--- config.mk ---
export PLATFORM = sky130hd
export DESIGN_NAME = scl_rate_gen
export DESIGN_NICKNAME = d
export VERILOG_FILES = /design/src/rtl/scg_pkg.sv /design/src/rtl/scg_ctrl_reg.sv /design/src/rtl/scg_half_sel.sv /design/src/rtl/scg_divider.sv /design/src/rtl/scl_rate_gen.sv
export SDC_FILE = /design/constraint.sdc
export NUM_CORES = 1
export LEC_CHECK = 0
export CAP_MARGIN = 20
export CORE_MARGIN = 4
export CORE_UTILIZATION = 30
export CTS_BUF_LIST = sky130_fd_sc_hd__clkbuf_8
export CTS_CLUSTER_DIAMETER = 30
export DETAILED_ROUTE_END_ITERATION = 16
export DONT_BUFFER_PORTS = 1
export GPL_TIMING_DRIVEN = 0
export PLACE_DENSITY = 0.47
export SYNTH_ARGS = -nofsm -noshare
export SYNTH_HDL_FRONTEND = slang
export SYNTH_SLANG_ARGS = --single-unit
--- constraint.sdc ---
create_clock -name clk -period 6.05 [get_ports clk]
set_input_delay 1.815 -clock clk [delete_from_list [all_inputs] [get_ports clk]]
set_output_delay 1.815 -clock clk [all_outputs]
set_load 0.05 [all_outputs]
--- src/rtl/scg_pkg.sv ---
package scg_pkg;

    localparam int unsigned CTRL_W      = 8;
    localparam int unsigned RATE_W      = 3;
    localparam int unsigned N_CODES     = 1 << RATE_W;
    localparam int unsigned T1_CODE     = N_CODES - 1;
    localparam int unsigned T1_HALF_OVF = 48;
    localparam int unsigned MAX_HALF    = 480;
    localparam int unsigned CNT_W       = $clog2(MAX_HALF + 1);

    // Field positions within the control byte
    localparam int unsigned POS_RATE_HI = 7;
    localparam int unsigned POS_EN      = 6;
    localparam int unsigned POS_RATE_LO = 0;

    typedef logic [RATE_W-1:0] rate_t;
    typedef logic [CNT_W-1:0]  cnt_t;

    typedef struct packed {
        rate_t rate;
        logic  en;
    } ctrl_t;

    typedef struct packed {
        cnt_t  cnt;
        rate_t code;
        logic  scl;
    } div_state_t;

    // Half period in divider steps for each rate code
    function automatic cnt_t half_of(rate_t code);
        case (code)
            3'd0:    half_of = CNT_W'(128);
            3'd1:    half_of = CNT_W'(112);
            3'd2:    half_of = CNT_W'(96);
            3'd3:    half_of = CNT_W'(80);
            3'd4:    half_of = CNT_W'(480);
            3'd5:    half_of = CNT_W'(60);
            3'd6:    half_of = CNT_W'(30);
            default: half_of = CNT_W'(T1_HALF_OVF);
        endcase
    endfunction

endpackage

--- src/rtl/scg_ctrl_reg.sv ---
module scg_ctrl_reg
    import scg_pkg::*;
(
    input  logic              clk_i,
    input  logic              rst_ni,
    input  logic              wr_i,
    input  logic [CTRL_W-1:0] wdata_i,
    output rate_t             rate_o,
    output logic              en_o
);

    ctrl_t ctrl_d, ctrl_q;

    always_comb begin
        ctrl_d = ctrl_q;
        if (wr_i) begin
            ctrl_d.rate = {wdata_i[POS_RATE_HI], wdata_i[POS_RATE_LO+1], wdata_i[POS_RATE_LO]};
            ctrl_d.en   = wdata_i[POS_EN];
        end
    end

    always_ff @(posedge clk_i or negedge rst_ni) begin
        if (!rst_ni) ctrl_q <= '0;
        else         ctrl_q <= ctrl_d;
    end

    assign rate_o = ctrl_q.rate;
    assign en_o   = ctrl_q.en;

    a_r1_enable_capture: assert property (@(posedge clk_i) disable iff (!rst_ni)
        wr_i |=> en_o == $past(wdata_i[POS_EN]));

    a_r1_rate_capture: assert property (@(posedge clk_i) disable iff (!rst_ni)
        wr_i |=> rate_o == {$past(wdata_i[POS_RATE_HI]), $past(wdata_i[1:0])});

    a_r1_hold_without_write: assert property (@(posedge clk_i) disable iff (!rst_ni)
        !wr_i |=> $stable(rate_o) && $stable(en_o));

endmodule

--- src/rtl/scg_half_sel.sv ---
module scg_half_sel
    import scg_pkg::*;
(
    input  rate_t code_i,
    output cnt_t  half_o,
    output logic  use_t1_o
);

    cnt_t half_tab [N_CODES];

    for (genvar g = 0; g < N_CODES; g++) begin : g_tab
        assign half_tab[g] = half_of(rate_t'(g));
    end

    assign half_o   = half_tab[code_i];
    assign use_t1_o = (code_i == rate_t'(T1_CODE));

endmodule

--- src/rtl/scg_divider.sv ---
module scg_divider
    import scg_pkg::*;
(
    input  logic  clk_i,
    input  logic  rst_ni,
    input  logic  run_i,
    input  rate_t rate_i,
    input  logic  t1_ovf_i,
    output logic  scl_o
);

    div_state_t st_d, st_q;
    cnt_t       half_len;
    logic       use_t1;
    logic       step;

    scg_half_sel u_half (
        .code_i   (st_q.code),
        .half_o   (half_len),
        .use_t1_o (use_t1)
    );

    assign step = use_t1 ? t1_ovf_i : 1'b1;

    always_comb begin
        st_d = st_q;
        if (!run_i) begin
            st_d.cnt  = '0;
            st_d.scl  = 1'b1;
            st_d.code = rate_i;
        end else if (step) begin
            if (st_q.cnt == half_len - 1'b1) begin
                st_d.cnt  = '0;
                st_d.scl  = ~st_q.scl;
                st_d.code = rate_i;
            end else begin
                st_d.cnt = st_q.cnt + 1'b1;
            end
        end
    end

    always_ff @(posedge clk_i or negedge rst_ni) begin
        if (!rst_ni) begin
            st_q.cnt  <= '0;
            st_q.code <= '0;
            st_q.scl  <= 1'b1;
        end else begin
            st_q <= st_d;
        end
    end

    assign scl_o = st_q.scl;

    a_r6_count_in_range: assert property (@(posedge clk_i) disable iff (!rst_ni)
        st_q.cnt < half_len);

    a_r8_code_at_boundary: assert property (@(posedge clk_i) disable iff (!rst_ni)
        !$stable(st_q.code) |-> st_q.cnt == '0);

    a_r5_wait_for_overflow: assert property (@(posedge clk_i) disable iff (!rst_ni)
        run_i && use_t1 && !t1_ovf_i |=> $stable(st_q.cnt) && $stable(st_q.scl));

    a_r6_no_mid_toggle: assert property (@(posedge clk_i) disable iff (!rst_ni)
        run_i && st_q.cnt != half_len - 1'b1 |=> $stable(st_q.scl));

endmodule

--- src/rtl/scl_rate_gen.sv ---
module scl_rate_gen
    import scg_pkg::*;
(
    input  logic              clk,
    input  logic              rst_n,
    input  logic              ctl_wr,
    input  logic [CTRL_W-1:0] ctl_wdata,
    input  logic              xfer_active,
    input  logic              t1_ovf,
    output logic              scl_out
);

    rate_t rate_q;
    logic  en_q;
    logic  run;

    scg_ctrl_reg u_ctrl (
        .clk_i   (clk),
        .rst_ni  (rst_n),
        .wr_i    (ctl_wr),
        .wdata_i (ctl_wdata),
        .rate_o  (rate_q),
        .en_o    (en_q)
    );

    assign run = en_q & xfer_active;

    scg_divider u_div (
        .clk_i    (clk),
        .rst_ni   (rst_n),
        .run_i    (run),
        .rate_i   (rate_q),
        .t1_ovf_i (t1_ovf),
        .scl_o    (scl_out)
    );

    a_r2_idle_high: assert property (@(posedge clk) disable iff (!rst_n)
        !(en_q && xfer_active) |=> scl_out);

endmodule

==> run_results.csv, run 1 <==
group,metric,value,unit
run_status,status,"complete, no violations",
pwr,p_seq_share,45.6,%
clock_tree,cts_tree,"yes",
critical_path,setup.worst_path.end_class,"flop",
drt,drc,0,
pwr,power.total,280,uW
synthesis,synth.net_count,125,
clock_tree,cts.reportedPaths.clkPinSlew,0.06,ns
drt,ant_nets,0,
pwr,p_leak,0.508,nW
global_routing,grt_max_degree,18,
drt,dr.pass1.iters,4,
drt,vias,736,
finish,fin_nets,130,
sta,min_period_over_period,51.8,%
die,die_area,4670,um2
die,rows,21,
critical_path,slowest_delay,0.54,ns
critical_path,cp_data_required_time,6.18,ns
die,start_util,31.9,%
global_routing,track_usage,10.0,%
finish,fillers,356,
sta,rsz0062_at_grt,"false",
global_routing,antenna_found_initial,0,
drt,totalWireLength,2010,um
critical_path,critPathSlowestCell,"or4_4",
sta,max_freq,0.319,GHz
clock_tree,max-clock-path-buffers,2,
sta,min_period,3.13,ns
synthesis,synth_area_per_cell,10.4,um2
synthesis,synthDistinctLibCells,36,
finish,area_growth,9.40,%
clock_tree,cts_resized,0,
synthesis,seq_area_frac_synth,39.1,%
placement,port-buffer-count,0,
finish,drive_gt1_share,15.6,%
drt,drt-initial-drc-count,22,
clock_tree,htree_levels,1,
synthesis,ys_warn_count,0,
synthesis,syn_area,1090,um2
finish,fin_cells,155,
pwr,pwr-share-comb,25.6,%
critical_path,worst-path-buf-inv,2,
clock_tree,clkLatencyLatePin,0.25,ns
worst_hold_path,hp-class,"reg -> reg",
synthesis,syn_inst,105,
pwr,p_per_area,235,nW/um2
clock_tree,clock_sinks,17,
global_routing,grt_pass1_vias,746,
critical_path,timing.critical_path.from_type,"flop",
critical_path,cp_data_arrival_time,3.26,ns
synthesis,synth_edf_count,0,
placement,gp_congestion,0.827,
clock_tree,cts_inserted_buffers,3,
critical_path,worstPathCellList,"inv_1 -> ha_1 -> nand2_1 -> ha_1 -> xnor2_1 -> xnor2_1 -> or4_4 -> buf_6 -> o311ai_4 -> mux2_4",
synthesis,synth-main-ff-cell,"dfrtp_1",
sta,setup_viol,0,
pwr,switching_share,28.8,%
sta,max_slew_margin,54.5,%
synthesis,async_reset_ff_share,100,%
drt,vias_per_cell,4.75,
die,io_pins,14,
pwr,clockPowerShare,28.8,%
placement,hpwl,1590,um
sta,whs,0.506,ns
critical_path,path_delay_family,"simple AND/OR/NAND/NOR gates",
pwr,p_switching,80.7,uW
pwr,p_int,200,uW
die,core,3420,um2
critical_path,rrSetupSlack,2.92,ns
die,die_y,68.3,um
die,die_x,68.3,um
sta,tightest_slew,0.678,ns
drt,avgRoutedWirePerCell,13.0,um
job,maxCapViolCount,0,
sta,setup-tns-final,0,ns
critical_path,crit_fanout,8,
global_routing,grt_first_pass_wirelength,3440,um
synthesis,ys_ff_latch,17,
sta,finClkSkew,0.00306,ns
sta,hold_viol_final,0,
pwr,ir_worst_vdd,114,uV
sta,slew_viol_final,0,
placement,dp_cells,151,
clock_tree,hold_buffers,0,
clock_tree,cts_root_buffer,"clkbuf_8",
clock_tree,post_cts_buffers,0,
global_routing,overflow,0,
critical_path,crit_type,"reg -> reg",
finish,num_antenna_cells,0,
==> registers in the layout, indices dropped and copies added, names as in the netlist <==
| name | flops |
|---|---|
| u_div.st_q | 12 |
| u_div.scl_o | 1 |
| u_ctrl.en_o | 1 |
| u_ctrl.rate_o | 3 |
==> layer usage <==
layer	part of all wire (%)	GRT usage (%)	vias up	routed length, um
li1	-	-	372	-
met1	47	12.8	347	945
met2	48	15.9	15	960
met3	4.4	2.63	2	88
met4	0.70	4.47	0	14
met5	0	0	-	0
==> cell families (layout without fill, tap and decap cells) <==
logic type,Yosys count,count (layout),share of synthesized area (%)
simple gates,37,37,17.0
buf+inv,6,10,3.44
mux,10,10,11.0
compound gates,14,14,10.2
xor+xnor,14,14,11.2
flops,17,17,39.1
fa+ha+maj,7,7,8.03
==> placed cells by master (no fill, tap or decap), drive strengths merged, types with 2 or more instances in the layout <==
| master | instances |
|---|---|
| nand2 | 10 |
| clkbuf | 3 |
| nor3 | 2 |
| inv | 5 |
| buf | 2 |
| mux2 | 7 |
| nor2 | 10 |
| a21oi | 3 |
| nand3 | 3 |
| ha | 7 |
| o21ai | 2 |
| or2 | 2 |
| mux2i | 3 |
| dfrtp | 16 |
| xor2 | 7 |
| o22ai | 2 |
| xnor2 | 7 |
==> final cells by class <==
class | instances | area [um2] | area share, %
tap | 46 | 57.6 | 4.82
sequential | 17 | 427 | 35.7
buffer | 2 | 22.5 | 1.89
multi-input combinational | 82 | 627 | 52.5
inverter | 4 | 15.0 | 1.26
clock buffer | 3 | 41.3 | 3.46
clock inverter | 1 | 3.75 | 0.314
==> Yosys cell counts (all sizes together) (2+ instances only) <==
library cell / number / area, um2
dfrtp: 16 / 400
nand2: 10 / 37.5
nor2: 10 / 37.5
ha: 7 / 87.6
mux2: 7 / 90.1
xnor2: 7 / 61.3
xor2: 7 / 61.3
inv: 4 / 15.0
a21oi: 3 / 15.0
mux2i: 3 / 30.0
nand3: 3 / 15.0
buf: 2 / 22.5
nor3: 2 / 10.0
o21ai: 2 / 10.0
o22ai: 2 / 12.5
or2: 2 / 12.5
==> per-stage QoR <==
| step | utilization, % | worst slack [ns] | instance area, um2 |
|---|---|---|---|
| floorplan | - | 3.19 | 1090 |
| global placement | 33.6 | 2.95 | 1150 |
| detailed placement | 33.6 | 2.91 | 1150 |
| CTS | 34.9 | 2.90 | 1190 |
| global route | 34.9 | 2.76 | 1190 |
| finish | 34.9 | 2.92 | 1190 |
==> final timing paths <==
check | from | endpoint | depth (start not counted)
hold / removal | u_ctrl.rate_o[0] | u_div.st_q[1] | 1
max in group asynchronous | rst_n | u_div.scl_o | 0
min in group asynchronous | rst_n | u_div.st_q[6] | 0
setup reg to reg | u_div.st_q[1] | u_div.st_q[2] | 10
hold reg to reg | u_ctrl.rate_o[0] | u_div.st_q[1] | 1
setup / recovery | u_div.st_q[1] | u_div.st_q[2] | 10
==> power groups by stage <==
stage | logic [mW] | registers (mW) | clock network [mW]
2_1_floorplan | 0.0603 | 0.128 | 0
3_3_place_gp | 0.0705 | 0.130 | 0
3_5_place_dp | 0.0720 | 0.130 | 0
4_1_cts | 0.0722 | 0.128 | 0.0839
5_1_grt | 0.0813 | 0.129 | 0.0912
6_report | 0.0716 | 0.128 | 0.0808
(Power assumes the default switching activity.)
==> run 2: changes to the inputs <==
ABC_AREA = 1   (was not set)
PLACE_DENSITY = 0.48   (was 0.47)
clock period = 2.8 ns   (was 6.05 ns; I/O delays follow)
==> run 2 against run 1 <==
Global-route usage fell by 0.15 points. Die area rose by 6.2%. Synthesized area rose by 7.0%. Via count rose by 20%. Sequential cell count did not move. Clock power rose by 140%. Clock skew rose by 0.0039 ns. Register-to-register slack got worse by 2.5 ns. Critical path type unchanged.
==> run_results.csv, run 2 <==
group,metric,value,unit
placement,hpwl,1800,um
drt,vias_per_cell,4.43,
global_routing,grt_use_met3,1.44,%
die,core,3720,um2
drt,totalWireLength,2260,um
pwr,p_per_area,519,nW/um2
finish,num_antenna_cells,0,
synthesis,synth_largest_area_cell,"dfrtp_1",
finish,fin_nets,172,
global_routing,use_met1,14.2,%
die,die_x,70.4,um
finish,seq_area,427,um2
global_routing,grt_pass1_vias,819,
finish,multi_input_area,646,um2
clock_tree,clock_sinks,17,
synthesis,yosysTopAreaCellShare,34.3,%
finish,largest_reg_flops,12,
finish,area_growth,9.32,%
sta,postLayoutSetupSlackWorst,0.402,ns
synthesis,async_reset_ff_share,100,%
job,maxCapViolCount,0,
run_status,status,"complete, no violations",
critical_path,setup.worst_path.end_class,"flop",
placement,port-buffer-count,0,
sta,setup_viol,0,
clock_tree,cts_tree,"yes",
synthesis,yosys-top-cells-count,"44 x nand2_1, 16 x dfrtp_1, 15 x inv_1",
synthesis,ys_ff_latch,17,
finish,mostFrequentLayoutCells,"44 x nand2_1, 16 x dfrtp_1, 15 x inv_1, 9 x a21oi_1",
global_routing,overflow,0,
synthesis,synth_xor_xnor_area_share,8.04,%
synthesis,synth-compound-area-share,7.61,%
clock_tree,cts_resized,0,
finish,final_common_cell,"nand2_1",
global_routing,grt_use_met2,13.8,%
pwr,p_leak,0.606,nW
critical_path,crit_fanout,10,
synthesis,synthMuxAreaShare,3.86,%
sta,min_period_over_period,85.7,%
finish,fillers,406,
sta,rsz0062_at_grt,"false",
clock_tree,cts.reportedPaths.clkPinSlew,0.07,ns
synthesis,synthAdderAreaFrac,7.50,%
synthesis,synth_area_per_cell,7.94,um2
clock_tree,cts_root_buffer,"clkbuf_8",
synthesis,synth.net_count,167,
clock_tree,cts_inserted_buffers,3,
clock_tree,max-clock-path-buffers,2,
drt,drc,0,
critical_path,timing.critical_path.from_type,"flop",
placement,post-place-ws,0.402,ns
synthesis,syn_inst,147,
global_routing,grt_max_degree,18,
synthesis,ys_warn_count,0,
clock_tree,htree_levels,1,
critical_path,crit_type,"reg -> reg",
die,rows,22,
pwr,ir_worst_vdd,261,uV
drt,vias,882,
sta,tightest_slew,0.407,ns
sta,max_freq,0.417,GHz
critical_path,slowest_delay,0.48,ns
synthesis,syn_area,1170,um2
die,start_util,31.4,%
die,die_area,4950,um2
global_routing,track_usage,9.89,%
critical_path,cp_data_arrival_time,2.60,ns
synthesis,synthDistinctLibCells,28,
global_routing,antenna_found_initial,0,
clock_tree,hold_buffers,0,
global_routing,grt_first_pass_wirelength,3860,um
sta,min_period,2.40,ns
synthesis,yosysMostFrequentCell,"nand2_1",
sta,finClkSkew,0.00694,ns
global_routing,grt-busiest-layer,"met1",
finish,drive_gt1_share,15.9,%
synthesis,synth_area_leaders,"dfrtp_1 34%, nand2_1 14%, ha_1 7.5%",
sta,max_slew_margin,72.6,%
sta,setup-tns-final,0,ns
worst_hold_path,hp-class,"in -> async",
synthesis,synth_edf_count,0,
drt,dr.pass1.iters,4,
critical_path,critPathSlowestCell,"dfrtp_1",
critical_path,worstPathCellList,"inv_1 -> ha_1 -> nand2_2 -> ha_1 -> inv_1 -> nand2_1 -> nand2_1 -> nor2_1 -> nand2_1 -> nor2_1 -> nand2_1 -> nor2_1 -> nand2_1 -> nand2_2 -> buf_6 -> nand3_1 -> nand2_1",
drt,drt-initial-drc-count,46,
drt,avgRoutedWirePerCell,11.4,um
critical_path,cp_data_required_time,3.00,ns
die,io_pins,14,
finish,regMostFlops,"u_div.st_q",
synthesis,yosys.area_share.simple,28.3,%
die,die_y,70.4,um
sta,slew_viol_final,0,
critical_path,cpMostUsedCell,"nand2_1",
placement,gp_congestion,0.760,
synthesis,synth-main-ff-cell,"dfrtp_1",
drt,ant_nets,0,
clock_tree,clkLatencyLatePin,0.26,ns
sta,hold_viol_final,0,
clock_tree,post_cts_buffers,0,
synthesis,seq_area_frac_synth,36.5,%
synthesis,synth_top_family_by_area,"simple AND/OR/NAND/NOR gates",
## run 2: cell types whose count changed after synthesis, moves of 4 or more
cell / previous run / this run
nand2_1: 10 / 44
inv_1: 4 / 15
a21oi_1: 3 / 9
nand2_2: 0 / 6
nor2_1: 10 / 5
xnor2_1: 7 / 2
nand3_1: 3 / 7
## run 2: area by class of cell
type,instances,share of cell area (%)
clock buffers,3,3.24
flip-flops and latches,17,33.4
well taps,48,4.71
plain buffers,4,2.75
clock inverters,1,0.588
inverters,16,4.71
multi-input cells,110,50.6
## run 2: kinds of logic after synthesis
family,Yosys count
AOI/OAI and AO/OA,17
xor gates and xnor gates,9
adders and majority gates,7
buffers and inverters,20
DFF,17
muxes,4
and+or+nand+nor,73
## run 2: report_power, final
part	internal (mW)	switching, mW
Sequential	0.264	0.0252
Clock	0.100	0.0911
Combinational	0.0809	0.100
## run 2: critical path, delay by kind of cell, from the launching register on
| family | cells | cell delay (ns) |
|---|---|---|
| simple gates | 12 | 0.92 |
| flops | 1 | 0.48 |
| fa+ha+maj | 2 | 0.64 |
| buf+inv | 3 | 0.30 |
## run 2: final timing paths
path | startpoint | end | slack (ns) | cells past startpoint
min | rst_n | u_ctrl.rate_o[0] | 0.27 | 0
max in group asynchronous | rst_n | u_div.scl_o | 2.36 | 0
max reg2reg | u_div.st_q[1] | u_div.st_q[3] | 0.40 | 17
max | u_div.st_q[1] | u_div.st_q[3] | 0.40 | 17
min reg2reg | u_ctrl.rate_o[2] | u_ctrl.rate_o[2] | 0.52 | 1
min in group clk | u_ctrl.rate_o[2] | u_ctrl.rate_o[2] | 0.52 | 1
## run 2: routing by layer
| layer | vias up | routed length (um) | share of wire [%] |
|---|---|---|---|
| met5 | - | 0 | 0 |
| met4 | 0 | 53 | 2.3 |
| met3 | 4 | 35 | 1.5 |
| met2 | 10 | 946 | 42 |
| met1 | 387 | 1230 | 54 |
| li1 | 481 | - | - |
## run 2: metrics by stage
step                      hold WS [ns]  total power, mW  cell area (um2)  utilization [%]  cells
after floorplan                  0.472            0.446             1170                -    147
after global placement           0.493            0.475             1230             33.0    195
after detailed placement         0.502            0.477             1230             33.0    195
after CTS                        0.260            0.670             1280             34.3    199
after global routing             0.254            0.707             1280             34.3    199
final                            0.266            0.662             1280             34.3    199
